`config.mk`:
```
export PLATFORM = sky130hd
export DESIGN_NAME = i80w_writer
export DESIGN_NICKNAME = d
export VERILOG_FILES = /design/src/rtl/i80w_pkg.sv /design/src/rtl/i80w_phase_seq.sv /design/src/rtl/i80w_pin_drv.sv /design/src/rtl/i80w_writer.sv
export SDC_FILE = /design/constraint.sdc
export NUM_CORES = 1
export LEC_CHECK = 0
export CAP_MARGIN = 20
export CORE_MARGIN = 5
export CORE_UTILIZATION = 45
export DETAILED_ROUTE_END_ITERATION = 8
export PLACE_DENSITY = 0.77
export REMOVE_ABC_BUFFERS = 1
export SETUP_SLACK_MARGIN = 0.05
export SLEW_MARGIN = 25
export SYNTH_ARGS = -nofsm -noshare
export SYNTH_HDL_FRONTEND = slang
export SYNTH_HIERARCHICAL = 1
export SYNTH_SLANG_ARGS = --single-unit
```
`constraint.sdc`:
```
create_clock -name clk -period 2.45 [get_ports clk]
set_input_delay 0.49 -clock clk [delete_from_list [all_inputs] [get_ports clk]]
set_output_delay 0.49 -clock clk [all_outputs]
set_load 0.01 [all_outputs]
```
`src/rtl/i80w_pkg.sv`:
```
package i80w_pkg;

    localparam int PH_W = 4;

    typedef enum logic [2:0] {
        PH_IDLE,
        PH_ADDR,
        PH_SETUP,
        PH_STROBE,
        PH_HOLD,
        PH_GAP
    } phase_e;

    typedef struct packed {
        logic [PH_W-1:0] addr_setup;
        logic [PH_W-1:0] cs_to_we;
        logic [PH_W-1:0] we_active;
        logic [PH_W-1:0] we_hold;
    } timing_t;

    typedef struct packed {
        phase_e          ph;
        logic [PH_W-1:0] cnt;
        timing_t         tim;
    } seq_state_t;

    function automatic logic cs_on(input phase_e p);
        return (p == PH_SETUP) || (p == PH_STROBE) || (p == PH_HOLD);
    endfunction

    function automatic logic drive_on(input phase_e p);
        return (p == PH_STROBE) || (p == PH_HOLD);
    endfunction

endpackage

```
`src/rtl/i80w_phase_seq.sv`:
```
module i80w_phase_seq
    import i80w_pkg::*;
(
    input  logic    clk,
    input  logic    rst_n,
    input  logic    start,
    input  timing_t cfg,
    output phase_e  phase
);

    seq_state_t st_d, st_q;

    always_comb begin
        st_d = st_q;
        unique case (st_q.ph)
            PH_IDLE: begin
                if (start) begin
                    st_d.ph  = PH_ADDR;
                    st_d.tim = cfg;
                    st_d.cnt = cfg.addr_setup;
                end
            end
            PH_ADDR: begin
                if (st_q.cnt == '0) begin
                    st_d.ph  = PH_SETUP;
                    st_d.cnt = st_q.tim.cs_to_we;
                end else begin
                    st_d.cnt = st_q.cnt - 1'b1;
                end
            end
            PH_SETUP: begin
                if (st_q.cnt == '0) begin
                    st_d.ph  = PH_STROBE;
                    st_d.cnt = st_q.tim.we_active;
                end else begin
                    st_d.cnt = st_q.cnt - 1'b1;
                end
            end
            PH_STROBE: begin
                if (st_q.cnt == '0) begin
                    st_d.ph  = PH_HOLD;
                    st_d.cnt = st_q.tim.we_hold;
                end else begin
                    st_d.cnt = st_q.cnt - 1'b1;
                end
            end
            PH_HOLD: begin
                if (st_q.cnt == '0) begin
                    st_d.ph = PH_GAP;
                end else begin
                    st_d.cnt = st_q.cnt - 1'b1;
                end
            end
            PH_GAP:  st_d.ph = PH_IDLE;
            default: st_d.ph = PH_IDLE;
        endcase
    end

    always_ff @(posedge clk or negedge rst_n) begin
        if (!rst_n) begin
            st_q <= '{ph: PH_IDLE, cnt: '0, tim: '0};
        end else begin
            st_q <= st_d;
        end
    end

    assign phase = st_q.ph;

    // captured timing does not move while a write is in flight
    assert_timing_held_R9: assert property (@(posedge clk) disable iff (!rst_n)
        (st_q.ph != PH_IDLE && st_q.ph != PH_ADDR) |-> $stable(st_q.tim));

    // a write always begins in the address phase
    assert_enter_addr_R2: assert property (@(posedge clk) disable iff (!rst_n)
        (st_q.ph == PH_IDLE && start) |=> (st_q.ph == PH_ADDR));

endmodule

```
`src/rtl/i80w_pin_drv.sv`:
```
module i80w_pin_drv
    import i80w_pkg::*;
#(
    parameter int DATA_W = 16
) (
    input  logic              clk,
    input  logic              rst_n,
    input  logic              capture,
    input  phase_e            phase,
    input  logic              is_cmd,
    input  logic [DATA_W-1:0] data_in,
    input  logic              inv_en,
    input  logic              inv_clk,
    output logic              rs,
    output logic              cs_n,
    output logic              we_n,
    output logic [DATA_W-1:0] data_out,
    output logic              data_oe,
    output logic              den,
    output logic              pclk
);

    typedef struct packed {
        logic              cmd;
        logic [DATA_W-1:0] word;
        logic              tog;
    } pin_state_t;

    pin_state_t pin_d, pin_q;

    always_comb begin
        pin_d     = pin_q;
        pin_d.tog = ~pin_q.tog;
        if (capture) begin
            pin_d.cmd  = is_cmd;
            pin_d.word = data_in;
        end
    end

    always_ff @(posedge clk or negedge rst_n) begin
        if (!rst_n) begin
            pin_q <= '0;
        end else begin
            pin_q <= pin_d;
        end
    end

    assign rs       = pin_q.cmd;
    assign cs_n     = ~cs_on(phase);
    assign we_n     = ~(phase == PH_STROBE);
    assign data_oe  = drive_on(phase);
    assign data_out = data_oe ? pin_q.word : '0;
    assign den      = data_oe ^ inv_en;
    assign pclk     = pin_q.tog ^ inv_clk;

    // strobe only inside chip select
    assert_we_within_cs_R12: assert property (@(posedge clk) disable iff (!rst_n)
        !we_n |-> !cs_n);

    // strobe falls only after chip select was already low
    assert_we_after_cs_R4: assert property (@(posedge clk) disable iff (!rst_n)
        $fell(we_n) |-> $past(!cs_n));

    // data is steady while flagged valid
    assert_data_stable_R7: assert property (@(posedge clk) disable iff (!rst_n)
        (data_oe && $past(data_oe)) |-> $stable(data_out));

    // pixel clock register alternates every edge
    assert_pclk_toggle_R11: assert property (@(posedge clk) disable iff (!rst_n)
        $stable(inv_clk) |=> (pclk != $past(pclk)));

endmodule

```
`src/rtl/i80w_writer.sv`:
```
module i80w_writer
    import i80w_pkg::*;
#(
    parameter int DATA_W = 16
) (
    input  logic              clk,
    input  logic              rst_n,
    input  logic              req_valid,
    output logic              req_ready,
    input  logic              req_is_cmd,
    input  logic [DATA_W-1:0] req_data,
    input  logic [PH_W-1:0]   cfg_addr_setup,
    input  logic [PH_W-1:0]   cfg_cs_to_we,
    input  logic [PH_W-1:0]   cfg_we_active,
    input  logic [PH_W-1:0]   cfg_we_hold,
    input  logic              cfg_inv_en,
    input  logic              cfg_inv_clk,
    output logic              bus_rs,
    output logic              bus_cs_n,
    output logic              bus_we_n,
    output logic [DATA_W-1:0] bus_data,
    output logic              bus_data_oe,
    output logic              bus_den,
    output logic              bus_pclk
);

    phase_e  phase;
    timing_t tim_in;
    logic    take;

    assign tim_in    = '{addr_setup: cfg_addr_setup, cs_to_we: cfg_cs_to_we,
                         we_active: cfg_we_active, we_hold: cfg_we_hold};
    assign req_ready = (phase == PH_IDLE);
    assign take      = req_valid && req_ready;

    i80w_phase_seq u_seq (
        .clk   (clk),
        .rst_n (rst_n),
        .start (take),
        .cfg   (tim_in),
        .phase (phase)
    );

    i80w_pin_drv #(.DATA_W(DATA_W)) u_pins (
        .clk      (clk),
        .rst_n    (rst_n),
        .capture  (take),
        .phase    (phase),
        .is_cmd   (req_is_cmd),
        .data_in  (req_data),
        .inv_en   (cfg_inv_en),
        .inv_clk  (cfg_inv_clk),
        .rs       (bus_rs),
        .cs_n     (bus_cs_n),
        .we_n     (bus_we_n),
        .data_out (bus_data),
        .data_oe  (bus_data_oe),
        .den      (bus_den),
        .pclk     (bus_pclk)
    );

    // ready never overlaps an active bus
    assert_ready_idle_R2: assert property (@(posedge clk) disable iff (!rst_n)
        req_ready |-> (bus_cs_n && bus_we_n && !bus_data_oe));

    // one idle cycle follows chip-select release
    assert_gap_after_cs_R8: assert property (@(posedge clk) disable iff (!rst_n)
        $rose(bus_cs_n) |-> !req_ready);

    // a taken request removes ready on the next cycle
    assert_accept_drops_ready_R2: assert property (@(posedge clk) disable iff (!rst_n)
        (req_valid && req_ready) |=> !req_ready);

endmodule

```
==> metrics.md, run 1 <==
| Metric | Value |
|---|---|
| Hold path start | `u_pins/pin_q[0]` |
| Post-synthesis sequential area ratio | `0.438` |
| CP endpoint kind | `output pin` |
| CTS Sinks | `37` |
| Vias in the first global route | `1,620` |
| Critical path class | `reg -> out` |
| Cells after Synth | `188` |
| Worst Tran Pin Value | `0.539 ns` |
| Largest net degree at the start of global routing | `38` |
| Initial antenna violation count | `0` |
| WHS Path Cells | `1` |
| Reg-to-Reg Start | `u_seq/st_q[16]` |
| Post-synth EDFFs | `0` |
| First-pass GRT wire length | `8180 µm` |
| Slew margin rel. | `0.639` |
| Max incr delay on CP | `0.54 ns` |
| Synth Area in Compound Gates | `0.124` |
| First-iteration detailed-routing DRC count | `202` |
| CTS H-tree lvls | `2` |
| Final nets | `290` |
| Clk Latency, worst-skew pair | `0.29 ns` |
| RSZ-0062 raised after global routing | `true` |
| Std-Cell Rows | `25` |
| CP cell instances | `nand3b_4 -> a21bo_4 -> and2_2 -> clkdlybuf4s50_1` |
| Clock Path Buffers | `2` |
| Area grow syn2layout | `36.1%` |
| Adder-Cell Fraction of Synth Area | `0.0118` |
| Commonest non-fill, non-tap cell in the layout | `clkdlybuf4s50_1` |
| Final Slew Violations | `0` |
| Util after Layout | `0.621` |
| Hold Slack | `0.434 ns` |
| PortBufs | `60` |
| Ant diodes | `0` |
| Tmin final | `2.33 ns` |
| Routed wire per std cell | `16.0 µm` |
| # DRC | `0` |
| Simple-gate area share of the yosys netlist | `0.172` |
| CTS Root Cell | `clkbuf_8` |
| Worst Hold Class | `reg -> reg` |
| Predominant post-synthesis flop cell | `dfrtp_1` |
| Mux contribution to synthesized area | `0.178` |
| Hpwl dp | `3400 µm` |
| Static leakage | `1.19 nW` |
| Crit path launch type | `register` |
| Levels on crit path | `4` |
| Placer Congestion | `0.872` |
| Count of cell types in the netlist | `48` |
| Synth Register Bits | `37` |
| Worst VDD drop | `545 µV` |
| Fin. Hold Viols | `0` |
| Buf/Inv on CP | `1` |
| Most frequent cells in the layout | `clkdlybuf4s50_1, dfrtp_1, mux2_2, buf_4, a31oi_1` |
| Hold EP | `u_pins/pin_q[0]` |
| Num CTS Buffers | `5` |
| Asr flop ratio synth | `1.00` |
| Share of layout cells above drive strength 1 | `0.291` |
| Crit Reg-Reg Endpoint | `u_seq/st_q[16]` |
| First-pass iteration count of the detailed router | `4` |
| Mean Syn Cell Area | `11.2 µm²` |
| Arrival @ worst endpoint | `1.84 ns` |
| Routed vias | `1,644` |
| Core footprint | `4630 µm²` |
| Die Wd | `78.5 µm` |
| Setup_tns | `0 ns` |
| Crit-path max FO | `9` |
| Outcome | `finished clean` |
| Die Area | `6160 µm²` |
| Max-Cap Viols | `0` |
| Hold_buf cts | `0` |
| Largest family of logic cells by synthesized area | `multiplexers` |
| Power per cell area | `1180 nW/µm²` |
| Synth Area in XOR/XNOR | `0.0166` |
| Worst-path clk slew | `0.07 ns` |
| Worst R2R Setup Slack | `0.42 ns` |
| Final setup skew | `0.00186 ns` |
| Synth warn | `6` |
| Slowest cell on crit path | `clkdlybuf4s50_1` |
| Grt total ovfl | `0` |
| Tot GR Track Use | `0.167` |
| Initial Util | `0.456` |
| I/O pin count | `61` |
| Fmax | `430 MHz` |
| Worst EP required | `1.96 ns` |
| Synth Cell Area | `2110 µm²` |
| TritonCTS clock tree | `done` |
| Final count of negative-setup-slack endpoints | `0` |
| Via density per instance | `5.39` |
| Top delay family on crit path | `buffers and inverters` |
| Post-DRT Antenna Nets | `0` |
| Detailed Route WL | `4890 µm` |
| Die Y | `78.5 µm` |
| Crit share post-route | `0.950` |
| R2r worst-path depth | `6` |
## sequential cells by signal, summed over array words and instances (netlist names)
signal,count
u_pins/pin_q,17
u_pins/rs,1
u_seq/st_q,16
u_seq/phase,3
## layer usage
| layer | track usage | vias to the layer above | part of all wire |
|---|---|---|---|
| met5 | 0 | - | 0 |
| met4 | 0.0420 | 0 | 0.010 |
| met3 | 0.0356 | 5 | 0.048 |
| met2 | 0.283 | 49 | 0.50 |
| met1 | 0.217 | 789 | 0.44 |
| li1 | - | 801 | - |
## per-stage QoR
stage | setup slack [ns] | std cells | area [µm²] | total power, mW
after floorplan | -0.698 | 172 | 2010 | 2.24
after global placement | 0.317 | 294 | 2750 | 2.87
after detailed placement | 0.309 | 294 | 2750 | 2.92
after CTS | 0.0633 | 304 | 2860 | 3.38
after global routing | 0.0259 | 305 | 2880 | 3.66
final | 0.123 | 305 | 2880 | 3.39
## power by group
group | internal (mW) | leakage, nW | total (mW) | switching (mW)
Sequential | 0.915 | 0.438 | 1.12 | 0.205
Clock | 0.196 | 0.0439 | 0.416 | 0.220
Combinational | 1.02 | 0.706 | 1.85 | 0.836
Total | 2.13 | 1.19 | 3.39 | 1.26
## Yosys cell counts, drive strengths merged, types with 2 or more instances
cell type	count	share of area
a31oi	9	0.027
nor3b	2	0.0095
clkbuf	4	0.0071
nand3	3	0.0071
ha	2	0.012
o22a	2	0.0083
nand4	2	0.0059
dfrtp	37	0.44
inv	6	0.011
xor2	4	0.017
mux2	29	0.15
nor2b	3	0.0089
nor4b	2	0.011
and2	16	0.062
or3	3	0.0089
a21oi	9	0.023
nor2	6	0.011
nand2	4	0.0071
nand2b	2	0.0059
mux2i	5	0.024
nor3	3	0.0071
buf	12	0.041
a211oi	3	0.015
o21ai	5	0.012
## cells by family (layout without fill, tap and decap cells)
kind of cell	count (synthesis)	in the layout
muxes	34	34
xor gates and xnor gates	4	4
AOI/OAI and AO/OA	37	38
buffers and inverters	22	84
DFF	37	37
adders and majority gates	2	2
and+or+nand+nor	52	52
## layout make-up
cell class | instances | area (µm²)
fill | 396 | 1750
multi-input combinational | 130 | 1090
sequential | 37 | 927
timing repair buffer | 70 | 678
clock buffer | 5 | 68.8
tap | 54 | 67.6
inverter | 6 | 22.5
clock inverter | 3 | 17.5
## worst max path at each step
stage                              start             to  slack (ns)
after floorplan           u_seq/phase[2]  u_seq/st_q[0]       -0.70
after global placement        cfg_inv_en        bus_den        0.32
after detailed placement      cfg_inv_en        bus_den        0.31
after CTS                 u_seq/phase[1]        bus_den        0.06
after global routing      u_seq/phase[1]    bus_data[8]        0.03
final                     u_seq/phase[2]    bus_data[9]        0.12
## repair_timing
item | in CTS | in global routing
pin swaps | 1 | 0
gates resized for setup | 2 | 3
gates cloned | 1 | 0
setup endpoints to repair | 7 | 17
buffers inserted | 1 | 1
Power figures use the tool's default switching activity.
==> inputs of run 2 (changes only) <==
- CORE_ASPECT_RATIO: unset -> 1.75
- clock period: 2.45 -> 2.35 ns (I/O delays scaled with it)
==> run 2 against run 1 <==
Clock power increased by 6.0%. Global-route usage increased by 0.93 points. Flip-flop and latch count unchanged. Sequential power increased by 4%. Clock skew increased by 0.0084 ns. Combinational power increased by 4%. Non-clock buffer count decreased by 1. Register-to-register slack got worse by 0.10 ns. Via count increased by 0.79%. Worst hold slack got worse by 0.15 ns. Critical path type unchanged. Critical endpoint is now bus_data[12].
==> metrics.md, run 2 (synthesis gave the netlist of run 1 again) <==
| Metric | Value |
|---|---|
| Setup WS pre-CTS | `0.174 ns (-0.135 ns)` |
| Placed Cells incl. Taps | `291 (-1.0%)` |
| Static leakage | `1.28 nW (+7.5%)` |
| Initial antenna violation count | `0 (unchanged)` |
| I/O pin count | `61 (unchanged)` |
| First-pass GRT wire length | `8110 µm (-0.76%)` |
| First-pass iteration count of the detailed router | `4 (unchanged)` |
| Post-DRT Antenna Nets | `0 (unchanged)` |
| Clk Latency, worst-skew pair | `0.29 ns (about the same)` |
| Final worst-path setup slack | `0.0619 ns (-0.0608 ns)` |
| Slowest cell on crit path | `clkdlybuf4s50_1` |
| Arrival @ worst endpoint | `1.82 ns (-0.02 ns)` |
| Worst Hold Class | `in -> async` |
| Final count of negative-setup-slack endpoints | `0 (unchanged)` |
| RSZ-0062 raised after global routing | `true` |
| Tmin final | `2.29 ns` |
| PortBufs | `60 (unchanged)` |
| Worst EP required | `1.88 ns (-0.08 ns)` |
| Via density per instance | `5.49 (+1.8%)` |
| Grt met1 use | `0.198 (-0.0185)` |
| Non-Filler Instances | `302 (-0.98%)` |
| Power per cell area | `1230 nW/µm² (+4.1%)` |
| Die Wd | `61.8 µm (-21%)` |
| GR met2 Demand/Resource | `0.310 (+0.0272)` |
| Die Area | `6220 µm² (+0.86%)` |
| Share of layout cells above drive strength 1 | `0.292 (+0.00116)` |
| Busiest grt layer | `met2` |
| # DRC | `0 (unchanged)` |
| Final Slew Violations | `0 (unchanged)` |
| Placed Area | `2730 µm² (-0.55%)` |
| CTS H-tree lvls | `2 (unchanged)` |
| Crit-path max FO | `9 (unchanged)` |
| Max reg flops | `17 (unchanged)` |
| Worst VDD drop | `803 µV (+47%)` |
| Final nets | `290 (unchanged)` |
| Final setup skew | `0.0103 ns (+0.00844 ns)` |
| Die Y | `101 µm (+28%)` |
| Tot GR Track Use | `0.176 (+0.00932)` |
| Slew margin rel. | `0.451 (-0.188)` |
| CP endpoint kind | `output pin` |
| Hpwl dp | `3580 µm (+5.3%)` |
| First-iteration detailed-routing DRC count | `37 (-82%)` |
| Max incr delay on CP | `0.53 ns (about the same)` |
| Outcome | `finished clean` |
| Ant diodes | `0 (unchanged)` |
| Core footprint | `4620 µm² (-0.11%)` |
| Clock Path Buffers | `2 (unchanged)` |
| Most frequent cells in the layout | `clkdlybuf4s50_1, dfrtp_1, mux2_2, buf_4, a31oi_1` |
| R2r worst-path depth | `6 (unchanged)` |
| Num CTS Buffers | `5 (unchanged)` |
| Routed vias | `1,657 (+0.79%)` |
| Placer Congestion | `0.815 (-6.5%)` |
| Top delay family on crit path | `buffers and inverters` |
| Worst Tran Pin Value | `0.824 ns (+0.285 ns)` |
| Area grow syn2layout | `36.3% (about the same)` |
| Crit share post-route | `0.974` |
| CP cell instances | `nor2_4 -> a21bo_4 -> and2_2 -> clkdlybuf4s50_1` |
| Largest net degree at the start of global routing | `38 (unchanged)` |
| Setup_tns | `0 ns (unchanged)` |
| Buf/Inv on CP | `1 (unchanged)` |
| Hold_buf cts | `0 (unchanged)` |
| Commonest non-fill, non-tap cell in the layout | `clkdlybuf4s50_1` |
| Grt total ovfl | `0 (unchanged)` |
| Fmax | `437 MHz` |
| CTS Sinks | `37 (unchanged)` |
| Levels on crit path | `4 (unchanged)` |
| Vias in the first global route | `1,692 (+4.4%)` |
| Critical path class | `reg -> out` |
| Post-route total power | `3.53 mW (+4.2%)` |
| Worst-path clk slew | `0.07 ns (about the same)` |
| GR Util met3 | `0.0333 (-0.00222)` |
| Routed wire per std cell | `16.4 µm (+2.2%)` |
| Design area | `2880 µm² (about the same)` |
| Initial Util | `0.457 (+0.000494)` |
| Fin. Hold Viols | `0 (unchanged)` |
| TritonCTS clock tree | `done` |
| Crit path launch type | `register` |
| Largest reg by FF count | `u_pins/pin_q` |
| Detailed Route WL | `4950 µm (+1.2%)` |
| Std-Cell Rows | `33 (+32%)` |
| CTS Root Cell | `clkbuf_8` |
| Max-Cap Viols | `0 (unchanged)` |
[run 2: cell type report]
| type | instances | area, µm² |
|---|---|---|
| multi-input combinational | 131 | 1100 |
| sequential | 37 | 928 |
| timing repair buffer | 69 | 672 |
| fill | 385 | 1750 |
| clock buffer | 7 | 86.3 |
| inverter | 6 | 22.5 |
| tap | 52 | 65.1 |
[run 2: worst register-to-register path: stages, from the launching register on]
cell and delay [ns]:
dfrtp_1 0.46, inv_1 0.12, ha_1 0.15, or3b_1 0.58
or3_1 0.42, o21ai_1 0.10, a211oi_2 0.08
[run 2: worst paths after layout]
| check | slack, ns | from | endpoint |
|---|---|---|---|
| worst max-delay path | 0.06 | u_seq/phase[1] | bus_data[12] |
| worst min-delay path | 0.28 | rst_n | u_pins/pin_q[13] |
| worst max register to register | 0.32 | u_seq/st_q[16] | u_seq/st_q[16] |
| worst min register to register | 0.44 | u_pins/pin_q[0] | u_pins/pin_q[0] |
| max in group asynchronous | 1.49 | rst_n | u_seq/phase[1] |
| min in group clk | 0.44 | u_pins/pin_q[0] | u_pins/pin_q[0] |
[run 2: stage by stage]
stage | util | hold slack [ns]
after floorplan | - | 0.174
after global placement | 0.591 | 0.428
after detailed placement | 0.591 | 0.434
after CTS | 0.618 | 0.297
after global routing | 0.622 | 0.346
final | 0.622 | 0.281
[run 2: per-layer routing]
| layer | up-vias | routed length, µm |
|---|---|---|
| met5 | - | 0 |
| met3 | 8 | 220 |
| met2 | 39 | 2810 |
| li1 | 800 | - |
| met4 | 0 | 123 |
| met1 | 810 | 1800 |
[run 2: power by group]
part | total, mW | switching [mW] | internal, mW
sequential | 1.17 | 0.214 | 0.958
combinational | 1.92 | 0.878 | 1.04
clock | 0.441 | 0.208 | 0.232
total | 3.53 | 1.30 | 2.23
[run 2: timing repair]
action | 4_1_cts | 5_1_grt
gates resized for setup | 8 | 6
cloned | 2 | 0
buffers inserted | 1 | 1
setup endpoints to repair | 17 | 14
endpoints found under the hold margin | 0 | 0
pin swaps | 2 | 0
==> inputs of run 3 (changes only) <==
- CORE_UTILIZATION: 45 -> 47
- PLACE_DENSITY: 0.77 -> 0.8
==> run 3 against run 2 <==
Die area down 3.7%. Critical endpoint is now bus_data[0]. Maximum frequency up 0.55%. Global-route usage down 0.14 points. Critical path depth unchanged. Wire length down 4.1%. Clock-buffer cell count unchanged. Non-clock buffer count up 3. Worst setup slack better by 0.013 ns. Core utilization up 3.7 points. Flip-flop and latch count unchanged. Sequential share of layout area down 0.35 points.
==> metrics.md, run 3 (synthesis gave the netlist of run 1 again) <==
| Metric | Value |
|---|---|
| CTS Root Cell | `clkbuf_8` |
| Clock Path Buffers | `2 (unchanged)` |
| Seq pwr share | `0.327 (-0.005)` |
| Worst Hold Class | `in -> async` |
| Clock share of power | `0.135 (+0.010)` |
| Area grow syn2layout | `37.6%` |
| Tmin final | `2.28 ns (-0.0126 ns)` |
| Placed Area | `2740 µm² (+0.23%)` |
| Comb pwr share | `0.537 (-0.006)` |
| Share of layout cells above drive strength 1 | `0.300 (+0.00840)` |
| PortBufs | `60 (unchanged)` |
| Post-DRT Antenna Nets | `0 (unchanged)` |
| Sw Ratio | `0.364 (-0.00435)` |
| Final nets | `292 (+0.69%)` |
| Final count of negative-setup-slack endpoints | `0 (unchanged)` |
| Vias in the first global route | `1,656 (-2.1%)` |
| Initial Util | `0.480 (+0.0228)` |
| Die Wd | `60.7 µm (-1.8%)` |
| Worst R2R Setup Slack | `0.27 ns (-0.05 ns)` |
| Worst VDD drop | `787 µV (-1.9%)` |
| Setup_tns | `0 ns (unchanged)` |
| Num CTS Buffers | `5 (unchanged)` |
| Via density per instance | `5.56 (+1.3%)` |
| Ant diodes | `0 (unchanged)` |
| CTS Sinks | `37 (unchanged)` |
| Crit share post-route | `0.968 (-0.00535)` |
| TritonCTS clock tree | `done` |
| Final Slew Violations | `0 (unchanged)` |
| Routed vias | `1,690 (+2.0%)` |
| Hold Slack | `0.280 ns (-0.00102 ns)` |
| Fmax | `439 MHz (+0.55%)` |
| First-pass GRT wire length | `7980 µm (-1.7%)` |
| # DRC | `0 (unchanged)` |
| Outcome | `finished clean` |
| Die Area | `5990 µm² (-3.7%)` |
| Placer Congestion | `0.791 (-2.9%)` |
| Final worst-path setup slack | `0.0745 ns (+0.0126 ns)` |
| Fin. Hold Viols | `0 (unchanged)` |
| Worst Tran Pin Value | `0.819 ns (-0.00474 ns)` |
| Max-Cap Viols | `0 (unchanged)` |
| Hpwl dp | `3410 µm (-4.7%)` |
| Std-Cell Rows | `32 (-3.0%)` |
| Tot GR Track Use | `0.175 (-0.00143)` |
| Power per cell area | `1230 nW/µm² (+0.34%)` |
| Fillers | `356 (-7.5%)` |
| Post-route total power | `3.58 mW (+1.3%)` |
| Largest net degree at the start of global routing | `38 (unchanged)` |
| I/O pin count | `61 (unchanged)` |
| Worst-path clk slew | `0.08 ns (about the same)` |
| Largest reg by FF count | `u_pins/pin_q` |
| Commonest non-fill, non-tap cell in the layout | `clkdlybuf4s50_1` |
| Worst EP required | `1.88 ns (about the same)` |
| Most frequent cells in the layout | `clkdlybuf4s50_1, dfrtp_1, mux2_2, buf_4, a31oi_1` |
| Final setup skew | `0.00660 ns (-0.00370 ns)` |
| Arrival @ worst endpoint | `1.81 ns (about the same)` |
| Crit path launch type | `register` |
| Static leakage | `1.30 nW (+2.0%)` |
| Psw | `1.30 mW (about the same)` |
| Internal power | `2.28 mW (+2.0%)` |
| Initial antenna violation count | `0 (unchanged)` |
| Grt total ovfl | `0 (unchanged)` |
| First-pass iteration count of the detailed router | `4 (unchanged)` |
| Die Y | `98.7 µm (-1.9%)` |
| CP endpoint kind | `output pin` |
| Design area | `2910 µm² (+0.96%)` |
| First-iteration detailed-routing DRC count | `32 (-14%)` |
| Core footprint | `4400 µm² (-4.8%)` |
| Routed wire per std cell | `15.6 µm (-4.8%)` |
| Detailed Route WL | `4750 µm (-4.1%)` |
| RSZ-0062 raised after global routing | `true` |
| Hold_buf cts | `0 (unchanged)` |
| Critical path class | `reg -> out` |
| Setup WS pre-CTS | `0.141 ns (-0.0331 ns)` |
| Slew margin rel. | `0.454 (+0.00316)` |
| Max reg flops | `17 (unchanged)` |
| CTS H-tree lvls | `2 (unchanged)` |
| Clk Latency, worst-skew pair | `0.28 ns (about the same)` |
| Crit-path max FO | `9 (unchanged)` |
## run 3: changes by cell type in the layout (fill, tap and decap cells not counted)
cell,delta
clkbuf_8,+1
clkdlybuf4s50_1,-1
dfrtp_1,+1
dlygate4sd2_1,+1
buf_4,+2
dfrtp_2,-1
buf_6,+1
clkinv_2,+1
clkbuf_1,-1
a21bo_2,-1
## run 3: critical path, cell delays in order (launching register included)
cell	delay (ns)
dfrtp_2	0.47
nor2_4	0.17
a21bo_4	0.20
and2_4	0.15
clkdlybuf4s50_1	0.54
## run 3: path summary, 6_finish.rpt
| kind | from | endpoint | cells past startpoint |
|---|---|---|---|
| worst max-delay path | u_seq/phase[1] | bus_data[0] | 4 |
| worst min-delay path | rst_n | u_pins/pin_q[1] | 1 |
| worst max register to register | u_seq/phase[1] | u_seq/st_q[17] | 7 |
| worst min register to register | u_pins/pin_q[0] | u_pins/pin_q[0] | 1 |
| max in group asynchronous | rst_n | u_seq/phase[1] | 1 |
| min in group clk | u_pins/pin_q[0] | u_pins/pin_q[0] | 1 |
## run 3: metal layers
metal / routed length [µm] / part of all wire / vias up / GRT usage
li1: - / - / 805 / -
met1: 1760 / 0.37 / 826 / 0.207
met2: 2690 / 0.57 / 52 / 0.305
met3: 182 / 0.038 / 7 / 0.0275
met4: 110 / 0.023 / 0 / 0.0668
met5: 0 / 0 / - / 0
## run 3: per-stage QoR
step	utilization	cells
2_1_floorplan	-	172
3_3_place_gp	0.622	291
3_5_place_dp	0.622	291
4_1_cts	0.651	301
5_1_grt	0.660	304
6_report	0.660	304
## run 3: timing repair
item,CTS,global route
cloned,1,0
buffers inserted,1,3
setup endpoints to repair,18,14
pin swaps,1,1
resized for setup,8,6
## run 3: power groups by stage
stage          Clock, mW  Sequential [mW]  Combinational, mW
5_1_grt            0.541             1.22               2.09
3_3_place_gp           0             1.15               1.83
2_1_floorplan          0             1.18               1.16
4_1_cts            0.498             1.17               1.90
3_5_place_dp           0             1.17               1.87
6_report           0.485             1.17               1.92
## run 3: layout make-up
| class | instances | area [µm²] | share of cell area |
|---|---|---|---|
| timing repair buffer | 72 | 697 | 0.240 |
| clock buffer | 7 | 96.3 | 0.0332 |
| multi-input combinational | 130 | 1090 | 0.376 |
| tap | 51 | 63.8 | 0.0220 |
| sequential | 37 | 927 | 0.319 |
| clock inverter | 1 | 5.00 | 0.00172 |
| inverter | 6 | 22.5 | 0.00775 |
